[src/rtl/descBeatPkg.sv]
package descBeatPkg;
  localparam logic [1:0] SIZE_LONG = 2'd3;

  typedef struct packed {
    logic loadLow;
    logic loadRec;
    logic secondBeat;
  } beatCtrlT;
endpackage

[src/rtl/descBeatCtrl.sv]
module descBeatCtrl
  import descBeatPkg::*;
(
  input  logic       clk,
  input  logic       rst,
  input  logic       inVld,
  input  logic [1:0] inSize,
  input  logic       outRdy,
  output logic       inRdy,
  output logic       outVld,
  output beatCtrlT   ctrl
);
  logic beatCnt;
  logic vldQ;
  logic accept;

  assign inRdy  = !vldQ || outRdy;
  assign accept = inVld && inRdy;
  assign outVld = vldQ;

  always_comb begin
    ctrl.loadLow    = accept && !beatCnt && (inSize == SIZE_LONG);
    ctrl.loadRec    = accept && !ctrl.loadLow;
    ctrl.secondBeat = beatCnt;
  end

  always_ff @(posedge clk) begin
    if (rst) begin
      beatCnt <= 1'b0;
      vldQ    <= 1'b0;
    end else begin
      if (ctrl.loadLow)      beatCnt <= 1'b1;
      else if (ctrl.loadRec) beatCnt <= 1'b0;
      if (ctrl.loadRec)      vldQ <= 1'b1;
      else if (outRdy)       vldQ <= 1'b0;
    end
  end
endmodule

[src/rtl/descBeatPath.sv]
module descBeatPath
  import descBeatPkg::*;
#(
  parameter int DATA_W  = 256,
  parameter int QID_W   = 11,
  parameter int FUNC_W  = 8,
  parameter int PORT_W  = 3,
  parameter int IDX_W   = 16,
  parameter int FMT_W   = 3,
  parameter bit C2H_DIR = 1'b0,
  localparam int REC_W    = 2 * DATA_W,
  localparam int REC_B    = REC_W / 8,
  localparam int CNT_W    = $clog2(REC_B) + 1,
  localparam int BASE_B   = DATA_W / 32,
  localparam int STREAM_B = C2H_DIR ? DATA_W / 32 : DATA_W / 16
) (
  input  logic              clk,
  input  logic              rst,
  input  beatCtrlT          ctrl,
  input  logic [DATA_W-1:0] inDsc,
  input  logic [1:0]        inSize,
  input  logic              inStMm,
  input  logic [QID_W-1:0]  inQid,
  input  logic              inErr,
  input  logic [FUNC_W-1:0] inFunc,
  input  logic [IDX_W-1:0]  inCidx,
  input  logic [PORT_W-1:0] inPort,
  input  logic [FMT_W-1:0]  inFmt,
  output logic [REC_W-1:0]  outDsc,
  output logic [CNT_W-1:0]  outBytes,
  output logic [1:0]        outSize,
  output logic              outStMm,
  output logic [QID_W-1:0]  outQid,
  output logic [FUNC_W-1:0] outFunc,
  output logic [IDX_W-1:0]  outCidx,
  output logic [PORT_W-1:0] outPort,
  output logic [FMT_W-1:0]  outFmt,
  output logic              outErr
);
  logic [DATA_W-1:0] lowReg;
  logic              lowErr;
  logic [REC_W-1:0]  fullData;
  logic [REC_W-1:0]  trimData;
  logic [CNT_W-1:0]  sizeBytes;
  logic [CNT_W-1:0]  keepBytes;
  logic              recErr;

  always_comb begin
    sizeBytes = CNT_W'(BASE_B) << inSize;
    if (!inStMm && sizeBytes > CNT_W'(STREAM_B)) keepBytes = CNT_W'(STREAM_B);
    else                                          keepBytes = sizeBytes;
    fullData = ctrl.secondBeat ? {inDsc, lowReg} : {{DATA_W{1'b0}}, inDsc};
    recErr   = inErr || (inFmt != '0) || (ctrl.secondBeat && lowErr);
  end

  for (genvar g = 0; g < REC_B; g++) begin : g_trim
    assign trimData[g*8 +: 8] = (CNT_W'(g) < keepBytes) ? fullData[g*8 +: 8] : 8'h00;
  end

  always_ff @(posedge clk) begin
    if (rst) begin
      lowReg <= '0;
      lowErr <= 1'b0;
    end else if (ctrl.loadLow) begin
      lowReg <= inDsc;
      lowErr <= inErr;
    end
  end

  always_ff @(posedge clk) begin
    if (rst) begin
      outDsc   <= '0;
      outBytes <= '0;
      outSize  <= '0;
      outStMm  <= 1'b0;
      outQid   <= '0;
      outFunc  <= '0;
      outCidx  <= '0;
      outPort  <= '0;
      outFmt   <= '0;
      outErr   <= 1'b0;
    end else if (ctrl.loadRec) begin
      outDsc   <= trimData;
      outBytes <= keepBytes;
      outSize  <= inSize;
      outStMm  <= inStMm;
      outQid   <= inQid;
      outFunc  <= inFunc;
      outCidx  <= inCidx;
      outPort  <= inPort;
      outFmt   <= inFmt;
      outErr   <= recErr;
    end
  end
endmodule

[src/rtl/descBeatAssembler.sv]
module descBeatAssembler
  import descBeatPkg::*;
#(
  parameter int DATA_W  = 256,
  parameter int QID_W   = 11,
  parameter int FUNC_W  = 8,
  parameter int PORT_W  = 3,
  parameter int IDX_W   = 16,
  parameter int FMT_W   = 3,
  parameter bit C2H_DIR = 1'b0,
  localparam int REC_W  = 2 * DATA_W,
  localparam int CNT_W  = $clog2(REC_W / 8) + 1
) (
  input  logic              clk,
  input  logic              rst,
  input  logic              inVld,
  output logic              inRdy,
  input  logic [DATA_W-1:0] inDsc,
  input  logic [1:0]        inSize,
  input  logic              inStMm,
  input  logic [QID_W-1:0]  inQid,
  input  logic              inErr,
  input  logic [FUNC_W-1:0] inFunc,
  input  logic [IDX_W-1:0]  inCidx,
  input  logic [PORT_W-1:0] inPort,
  input  logic [FMT_W-1:0]  inFmt,
  output logic              outVld,
  input  logic              outRdy,
  output logic [REC_W-1:0]  outDsc,
  output logic [CNT_W-1:0]  outBytes,
  output logic [1:0]        outSize,
  output logic              outStMm,
  output logic [QID_W-1:0]  outQid,
  output logic [FUNC_W-1:0] outFunc,
  output logic [IDX_W-1:0]  outCidx,
  output logic [PORT_W-1:0] outPort,
  output logic [FMT_W-1:0]  outFmt,
  output logic              outErr
);
  beatCtrlT ctrl;

  descBeatCtrl i_ctrl (
    .clk(clk), .rst(rst), .inVld(inVld), .inSize(inSize), .outRdy(outRdy),
    .inRdy(inRdy), .outVld(outVld), .ctrl(ctrl)
  );

  descBeatPath #(
    .DATA_W(DATA_W), .QID_W(QID_W), .FUNC_W(FUNC_W), .PORT_W(PORT_W),
    .IDX_W(IDX_W), .FMT_W(FMT_W), .C2H_DIR(C2H_DIR)
  ) i_path (
    .clk(clk), .rst(rst), .ctrl(ctrl),
    .inDsc(inDsc), .inSize(inSize), .inStMm(inStMm), .inQid(inQid),
    .inErr(inErr), .inFunc(inFunc), .inCidx(inCidx), .inPort(inPort),
    .inFmt(inFmt),
    .outDsc(outDsc), .outBytes(outBytes), .outSize(outSize), .outStMm(outStMm),
    .outQid(outQid), .outFunc(outFunc), .outCidx(outCidx), .outPort(outPort),
    .outFmt(outFmt), .outErr(outErr)
  );
endmodule

[config.mk]
export PLATFORM = sky130hd
export DESIGN_NAME = descBeatAssembler
export DESIGN_NICKNAME = d
export VERILOG_FILES = /design/src/rtl/descBeatPkg.sv /design/src/rtl/descBeatCtrl.sv /design/src/rtl/descBeatPath.sv /design/src/rtl/descBeatAssembler.sv
export SDC_FILE = /design/constraint.sdc
export NUM_CORES = 1
export LEC_CHECK = 0
export BUFFER_PORTS_ARGS = -buffer_cell sky130_fd_sc_hd__buf_2
export CAP_MARGIN = 40
export CORE_AREA = 10 10 333 335
export CTS_CLUSTER_SIZE = 14
export DETAILED_ROUTE_END_ITERATION = 8
export DIE_AREA = 0 0 343 345
export PLACE_DENSITY = 0.63
export SYNTH_ARGS = -nofsm -noshare
export SYNTH_HDL_FRONTEND = slang
export SYNTH_SLANG_ARGS = --single-unit
[constraint.sdc]
create_clock -name clk -period 2.1 [get_ports clk]
set_input_delay 0.105 -clock clk [delete_from_list [all_inputs] [get_ports clk]]
set_output_delay 0.105 -clock clk [all_outputs]
set_load 0.01 [all_outputs]
Yosys cells after proc, flatten, opt, wreduce, memory -nomap -nowiden. Index checks and enable logic that the tools add are counted. W data, S select, Z words.

Register bits after elaboration: 823. Latch bits: 0. Bits in writable memories: 0. ROM bits: 0. Input port bits: 305. Output and inout bits: 566. Word-level logic and storage cells: 167. Memories kept: 0.

Add/sub/neg operators: 0. $mul: 0. Div/mod/pow operators: 0. Order comparisons: 65. Equality and inequality tests: 1. Shift operators: 1. Muxes and demuxes: 70. Bitwise logic cells: 0. Reduce and logical (&&, ||, !) cells: 16.

Operator list (count): $mux W512 (1); $mux W8 (64); $lt A6 B7 Y1 const A (32); $lt A5 B7 Y1 const A (16); $lt A4 B7 Y1 const A (8); $lt A3 B7 Y1 const A (4); $lt A1 B7 Y1 const A (2); $lt A2 B7 Y1 const A (2); $gt A7 B5 Y1 const B (1); $mux W7 (1); $shl A4 B2 Y7 const A (1); $logic_and A1 B1 Y1 (6); $logic_not A1 Y1 (4); $mux W1 (4); $reduce_bool A2 Y1 (2); $logic_or A1 B1 Y1 (3); $reduce_bool A3 Y1 (1); $eq A2 B2 Y1 const B (1).

Logic depth before layout (Yosys ltp). Gate-level depths: netlist of run 1.

Word-level depth: 9. Mapped depth: 8.

Cells and area by module. Synthesis of run 1 repeated with hierarchy kept, for this count alone.

Cells, all modules: 2896. Area total of the unflattened synthesis: 30986.0 µm².

By module, submodules not included: descBeatPath (times used 1, cells an instance 2880, area an instance 30859.6 µm², sequential area each 16375.7 µm²); descBeatCtrl (times used 1, cells an instance 16, area an instance 126.4 µm², sequential area each 40.0 µm²).

Least setup slack after synthesis of run 1. OpenSTA, ideal clock, no wires.

Kind: register to register. Start: register i_ctrl.vldQ (netlist: i_ctrl.outVld). End: register i_path.outDsc[100]. Arrival time: 1.466 ns. Slack: 0.564 ns. Stages on the path, launching flop included: 8. Path buffers: 3. Period minus slack after synthesis: 1.536 ns. Cells stage by stage: dfxtp_1 > nand2b_1 > buf_2 > nand3_2 > buf_2 > clkbuf_1 > or3_1 > a21oi_1.

Longest elaborated chain between the ends: 7.

RTL lines: from (decl) (RTL line descBeatCtrl.sv:14) `logic vldQ;`; from (signal assigned) (RTL line descBeatCtrl.sv:30) `vldQ <= 1'b0;`; from (signal assigned) (RTL line descBeatCtrl.sv:34) `if (ctrl.loadRec) vldQ <= 1'b1;`; from (signal assigned) (RTL line descBeatCtrl.sv:35) `else if (outRdy) vldQ <= 1'b0;`; $logic_not A1 Y1 (*) (RTL line descBeatCtrl.sv:17) `assign inRdy = !vldQ || outRdy;`; $logic_or A1 B1 Y1 (*) (RTL line descBeatCtrl.sv:17); named net inRdy (RTL line descBeatAssembler.sv:17) `output logic inRdy,`; $logic_and A1 B1 Y1 (*) (RTL line descBeatCtrl.sv:18) `assign accept = inVld && inRdy;`; $logic_and A1 B1 Y1 (2 in series) (RTL line descBeatCtrl.sv:22) `ctrl.loadLow = accept && !beatCnt && (inSize == SIZE_LONG);`; $logic_not A1 Y1 (RTL line descBeatCtrl.sv:23) `ctrl.loadRec = accept && !ctrl.loadLow;`; $logic_and A1 B1 Y1 (*) (RTL line descBeatCtrl.sv:23); to (signal assigned) (RTL line descBeatPath.sv:83) `outDsc <= trimData;`; to (decl) (RTL line descBeatPath.sv:29) `output logic [REC_W-1:0] outDsc,`.

The timed path passes the listed nets; every way through them passes the cells marked *. A chain may end at the register's enable or synchronous reset.

Final worst setup path of run 1.
Start: register i_ctrl.beatCnt. End: register i_path.outDsc[322].

Longest elaborated chain between the ends: 5. Elaborated cells on any way between the ends: 7. Those cells by class: 2 x mux; 5 x reduce/logical.

RTL lines: from (decl) (RTL line descBeatCtrl.sv:13) `logic beatCnt;`; from (signal assigned) (RTL line descBeatCtrl.sv:29) `beatCnt <= 1'b0;`; from (signal assigned) (RTL line descBeatCtrl.sv:32) `if (ctrl.loadLow) beatCnt <= 1'b1;`; from (signal assigned) (RTL line descBeatCtrl.sv:33) `else if (ctrl.loadRec) beatCnt <= 1'b0;`; $logic_not A1 Y1 (RTL line descBeatCtrl.sv:22); $logic_and A1 B1 Y1 (2 in series) (RTL line descBeatCtrl.sv:22); $logic_not A1 Y1 (RTL line descBeatCtrl.sv:23); $logic_and A1 B1 Y1 (RTL line descBeatCtrl.sv:23).

Parallel ways exist; a longest one is shown, timed or not.

==> reports/metrics.yaml, run 1 <==
critPathMaxFanout: 39
clockBufferDepth: 3
worstMarginPinSlew_ns: 0.842
timing_worst_setup_path_type: "flop to flop"
clkSinkCount: 820
tritoncts: "done"
drc: 0
cts-root-buf: "clkbuf_16"
final_cell_mix: "1053 x nand2_1, 866 x buf_2, 819 x dfxtp_1"
reg2reg_setup_slack_ns: 0.14
grt_util_all_layers_pct: 19.6
wl_um: 123000
slowest_stage: "dfxtp_4"
wl_met3_um: 8390
endpoint: "i_path.outDsc[322]$_SDFFE_PP0P_"
port-buffer-count: 867
placementRows: 119
cp_cell_sequence: "buf_12 -> nand2_1 -> nor2_4 -> buf_4 -> buf_12 -> nand3_1 -> a21oi_1"
ys_seq_elements: 820
yosys_warnings: 0
synthesis.area_um2: 31600
antenna_found_initial: 7
ioPinCount: 871
crit_arrival_ns: 2.55
worst_path_largest_cell_delay_ns: 0.36
design_area_um2: 43700
avgSynthCellArea_um2: 8.24
ys_top_cells_by_area: "dfxtp_1 52%, nand2_1 13%, a21oi_1 12%"
synth_top_area_share_pct: 51.9
grt_pass1_vias: 29932
grt_max_degree: 110
drtIter0Drc: 2121
min_path_type: "primary input to flop"
hold_viol_final: 0
gp_congestion: 0.866
vias_per_cell: 4.92
die_w_um: 343
yosysSeqAreaShare_pct: 51.9
clk_pin_slew_ns: 0.07
fillers: 10261
end_kind: "flop"
rsz0062_at_grt: "false"
reg2reg_depth: 7
startpoint_type: "flop"
irDropWorstVdd_mv: 0.654
slew_violations: 0
ant_nets: 0
final.min_clock_period_ns: 1.96
cap_viol_max_count: 0
final_common_cell: "nand2_1"
dp_hpwl_um: 85300
status: "finished clean"
period_share_pct: 93.6
wire_per_inst_um: 19.5
slew_headroom_pct: 43.9
rr_startpoint: "i_ctrl.beatCnt$_SDFFE_PP0P_"
place_area_um2: 37700
r2r-end: "i_path.outDsc[322]$_SDFFE_PP0P_"
wl_met1_um: 50800
insertion_delay_ns: 0.66
cp_common_cell: "buf_12"
skew_ns: 0.0254
core_um2: 104000
htree_levels: 3
synth_area_leader_cell: "dfxtp_1"
nets: 5161
timing.fmax_ghz: 0.509
first_pass_iters: 6
route.met2.wl_um: 58700
syn_inst: 3836
die_h_um: 345
p_leak_uw: 0.0173
cts-buffers-inserted: 89
fin_setup_tns_ns: 0
min_from: "outRdy"
drive_gt1_share_pct: 22.7
setup_viol: 0
area.growth.synth_to_final_pct: 38.2
top_layer: "met5"
die_area_um2: 118000
post_synth_num_cell_types: 25
grt_pass1_wl_um: 185000
p_per_area_nw_per_um2: 828
cp-startpoint: "i_ctrl.beatCnt$_SDFFE_PP0P_"
num_vias: 31064
post-cts-setup-buffers: 0
start_util_pct: 30.3
grt_overflow_total: 0
required_ns: 2.69
worst max-delay path: cells and delay by family, from the launching register on:
kind,cells,cell delay (ns)
buffers and inverters,3,0.79
DFF,1,0.36
and+or+nand+nor,3,0.50
AOI/OAI and AO/OA,1,0.21
sequential cells by signal, indices dropped and copies added, names as in the netlist, 2 cells and up:
signal	cells
i_path.outSize	2
i_path.outQid	11
i_path.lowReg	256
i_path.outPort	3
i_path.outDsc	512
i_path.outFmt	3
i_path.outCidx	16
i_path.outBytes	4
i_path.outFunc	8
cell type report:
| cell class | instances | area (µm²) | area share, % |
|---|---|---|---|
| Sequential cell | 820 | 16400 | 37.6 |
| Timing Repair Buffer | 1281 | 8950 | 20.5 |
| Multi-Input combinational cell | 2664 | 13700 | 31.3 |
| Antenna cell | 4 | 10.0 | 0.0229 |
| Tap cell | 1391 | 1740 | 3.98 |
| Clock buffer | 136 | 2600 | 5.96 |
| Clock inverter | 23 | 288 | 0.659 |
worst min path at each step:
stage	endpoint	cells past startpoint	slack, ns
CTS	i_path.outCidx[9]$_SDFFE_PP0P_	4	0.18
floorplan	i_path.lowErr$_SDFFE_PP0P_	2	0.24
finish	i_ctrl.outVld$_SDFFE_PP0P_	4	0.17
global route	i_path.outCidx[13]$_SDFFE_PP0P_	4	0.21
detailed placement	i_path.outCidx[13]$_SDFFE_PP0P_	3	0.35
global placement	i_path.outPort[0]$_SDFFE_PP0P_	3	0.35
cell families after synthesis:
family          count (synthesis)  share of synthesized area, %
other cells                     1                        0.0119
flops                         820                          51.9
simple gates                 1587                          21.5
mux                           256                          8.10
compound gates                818                          13.5
buf+inv                       354                          4.95
report_power, final:
group / total, µW / internal, µW / leakage [µW] / switching [µW]
Clock: 15600 / 9060 / 0.00142 / 6560
Sequential: 16300 / 16000 / 0.00665 / 266
Combinational: 4280 / 1730 / 0.00919 / 2550
Total: 36200 / 26800 / 0.0173 / 9380
what timing repair did:
| item | in CTS | in global routing |
|---|---|---|
| setup endpoints to repair | 0 | 8 |
| hold buffers | 303 | 0 |
| gates resized for setup | 0 | 2 |
| hold endpoints to repair | 805 | 0 |
per-layer routing:
layer,up-vias,GRT usage [%]
li1,15010,-
met2,1073,32.5
met1,14718,23.9
met5,-,0
met4,2,8.26
met3,261,4.67
cells in the mapped netlist:
library cell	number
a211oi_1	64
a21oi_1	752
a311oi_1	1
a32oi_1	1
and3_1	1
and4_1	1
buf_1	3
buf_2	165
buf_4	8
clkbuf_1	178
conb_1	1
dfxtp_1	820
mux2i_1	256
nand2_1	1054
nand2b_1	1
nand3_1	256
nand3_2	1
nand3b_1	1
nand3b_4	1
nand4_1	1
nor2_1	72
nor2b_1	1
nor3_1	3
nor4_1	1
or3_1	193
metrics by stage:
step                      hold slack, ns  instances  utilization (%)  total power (µW)  setup slack [ns]
final                              0.167       6319             41.9             36200             0.135
after global placement             0.347       5853             36.2             20400             0.114
after floorplan                    0.241       3838                -             18600             0.564
after detailed placement           0.352       5853             36.2             20500            0.0872
after CTS                          0.180       6315             41.8             36500            0.0686
after global routing               0.211       6317             41.9             37500            0.0208
No activity file was read; power rests on OpenSTA's default activity.
==> run 2, diff against run 1 <==
--- a/config.mk
+++ b/config.mk
@@ -12,6 +12,8 @@
 export DETAILED_ROUTE_END_ITERATION = 8
 export DIE_AREA = 0 0 343 345
 export PLACE_DENSITY = 0.63
+export SETUP_SLACK_MARGIN = 0.4
+export SKIP_CTS_REPAIR_TIMING = 1
 export SYNTH_ARGS = -nofsm -noshare
 export SYNTH_HDL_FRONTEND = slang
 export SYNTH_SLANG_ARGS = --single-unit
==> constraint.sdc (replaced) <==
create_clock -name clk -period 2.4 [get_ports clk]
set_input_delay 0.12 -clock clk [delete_from_list [all_inputs] [get_ports clk]]
set_output_delay 0.12 -clock clk [all_outputs]
set_load 0.01 [all_outputs]
==> reports/metrics.yaml, run 2 (synthesized netlist as in run 1, its figures left out) <==
status: "finished clean"  # unchanged
wl_met1_um: 50200  # was 50800 µm
die_h_um: 345  # unchanged
placed_cells: 5845  # was 5853
pre_cts_slack_ns: 0.412  # was 0.0872 ns
slew_headroom_pct: 47.1  # was 43.9%
final_common_cell: "nand2_1"  # unchanged
clockBufferDepth: 3  # unchanged
route.met2.wl_um: 59100  # was 58700 µm
skew_ns: 0.0289  # was 0.0254 ns
cp_common_cell: "buf_4"  # was buf_12
top_layer: "met5"  # unchanged
grt_pass1_vias: 27804  # was 29932
startpoint_type: "flop"  # unchanged
insertion_delay_ns: 0.66  # about the same
period_share_pct: 80.7  # was 93.6%
grt_max_degree: 96  # was 110
slew_violations: 0  # unchanged
critPathMaxFanout: 38  # was 39
p_leak_uw: 0.0172  # was 0.0173 µW
grt_pass1_wl_um: 176000  # was 185000 µm
final.min_clock_period_ns: 1.94  # was 1.96 ns
area.growth.synth_to_final_pct: 37.8  # was 38.2%
die_w_um: 343  # unchanged
wl_met3_um: 9150  # was 8390 µm
cts-root-buf: "clkbuf_16"  # unchanged
first_pass_iters: 5  # was 6
dp_hpwl_um: 84200  # was 85300 µm
num_vias: 31352  # was 31064
start_util_pct: 30.3  # unchanged
min_path_cells: 4  # unchanged
fin_ws_ns: 0.464  # was 0.135 ns
worstMarginPinSlew_ns: 0.794  # was 0.842 ns
fillers: 10187  # was 10261
tritoncts: "done"  # unchanged
cap_viol_max_count: 0  # unchanged
grt_overflow_total: 0  # unchanged
vias_per_cell: 4.96  # was 4.92
hold_viol_final: 0  # unchanged
clk_pin_slew_ns: 0.07  # about the same
rsz0062_at_grt: "false"  # unchanged
combPwrFrac_pct: 11.5  # was 11.8%
antenna_found_initial: 11  # was 7
die_area_um2: 118000  # unchanged
regMostFlops: "i_path.outDsc"  # unchanged
wl_um: 123000  # about the same
worst_path_largest_cell_delay_ns: 0.39  # was 0.36 ns
p_total_uw: 32000  # was 36200 µW
timing.fmax_ghz: 0.517  # was 0.509 GHz
min_path_type: "primary input to flop"  # unchanged
ant_nets: 0  # unchanged
p_sw_uw: 8230  # was 9380 µW
grt_util_all_layers_pct: 18.8  # was 19.6%
final_cell_mix: "1053 x nand2_1, 866 x buf_2, 819 x dfxtp_1"  # unchanged
fin_util_pct: 41.7  # was 41.9%
p_int_uw: 23800  # was 26800 µW
p_per_area_nw_per_um2: 736  # was 828 nW/µm²
drive_gt1_share_pct: 22.8  # was 22.7%
regArea_um2: 16400  # unchanged
switching_share_pct: 25.7  # was 25.9%
crit_arrival_ns: 2.48  # was 2.55 ns
reg2reg_depth: 7  # unchanged
multi_input_area_um2: 13700  # unchanged
cts-buffers-inserted: 90  # was 89
wire_per_inst_um: 19.5  # about the same
core_um2: 104000  # unchanged
htree_levels: 3  # unchanged
largest_register_ffs: 512  # unchanged
crit_family: "buffers and inverters"  # unchanged
drtIter0Drc: 2287  # was 2121
drc: 0  # unchanged
required_ns: 2.95  # was 2.69 ns
critical_path_buf_inv_count: 3  # unchanged
irDropWorstVdd_mv: 0.532  # was 0.654 mV
placementRows: 119  # unchanged
clkSinkCount: 820  # unchanged
fin_setup_tns_ns: 0  # unchanged
cp_cell_sequence: "nand3b_4 -> nand3_4 -> buf_12 -> buf_4 -> buf_4 -> nand2_1 -> a21oi_1"  # was buf_12 -> nand2_1 -> nor2_4 -> buf_4 -> buf_12 -> nand3_1 -> a21oi_1
ioPinCount: 871  # unchanged
gp_congestion: 0.930  # was 0.866
cp.depth: 7  # unchanged
reg_top3: "i_path.outDsc (512), i_path.lowReg (256), i_path.outCidx (16)"  # unchanged
timing_worst_setup_path_type: "flop to flop"  # unchanged
setup_viol: 0  # unchanged
slowest_stage: "dfxtp_4"  # unchanged
end_kind: "flop"  # unchanged
p_clk_share_pct: 44.0  # was 43.2%
port-buffer-count: 867  # unchanged
nets: 5153  # was 5161
seqPwrFrac_pct: 44.5  # was 45.0%
fin_cells: 6320  # was 6319
[run 2: changes by cell type in the layout (fill, tap and decap cells not counted), sizes merged]
cell         previous run  this run
diode                   4        10
dlygate4sd3           303       301
clkinv                 13        14
clkinvlp                2         1
buf                   978       970
clkbuf                136       141
[run 2: final timing paths]
path	to	slack, ns	startpoint
min reg2reg	i_path.outDsc[385]$_SDFFE_PP0P_	0.45	i_path.outDsc[385]$_SDFFE_PP0P_
max	i_path.outDsc[366]$_SDFFE_PP0P_	0.46	i_ctrl.beatCnt$_SDFFE_PP0P_
max reg2reg	i_path.outDsc[366]$_SDFFE_PP0P_	0.46	i_ctrl.beatCnt$_SDFFE_PP0P_
min	i_path.outSize[0]$_SDFFE_PP0P_	0.11	inSize[0]
[run 2: power by group through the flow]
stage,Combinational (µW),Clock (µW),Sequential (µW)
after CTS,3290,14400,14200
after global routing,3990,14900,14300
after floorplan,1660,0,14600
after global placement,3260,0,14500
final,3700,14100,14200
after detailed placement,3280,0,14500
[run 2: area by class of cell]
class	instances	area share (%)
Multi-Input combinational cell	2664	31.4
Tap cell	1391	4.00
Timing Repair Buffer	1272	19.9
Antenna cell	10	0.0575
Clock buffer	140	6.32
Clock inverter	23	0.652
Sequential cell	820	37.7
[run 2: worst register-to-register path: cells and delay by family, from the launching register on]
kind,cells,cell delay [ns]
AO/OA/AOI/OAI,1,0.18
buffers and inverters,3,0.86
flip-flops,1,0.39
AND/OR/NAND/NOR,3,0.41
[run 2: routing by layer]
layer,track usage (%),vias up
met5,0,-
met4,6.37,2
met3,5.13,286
met2,31.4,1215
met1,23.0,14850
li1,-,14999
[run 2: stage by stage]
stage          hold WS (ns)  instance area (µm²)
3_3_place_gp          0.360                37400
2_1_floorplan         0.256                31600
5_1_grt               0.113                43500
3_5_place_dp          0.366                37400
6_report              0.114                43600
4_1_cts              -0.368                40500
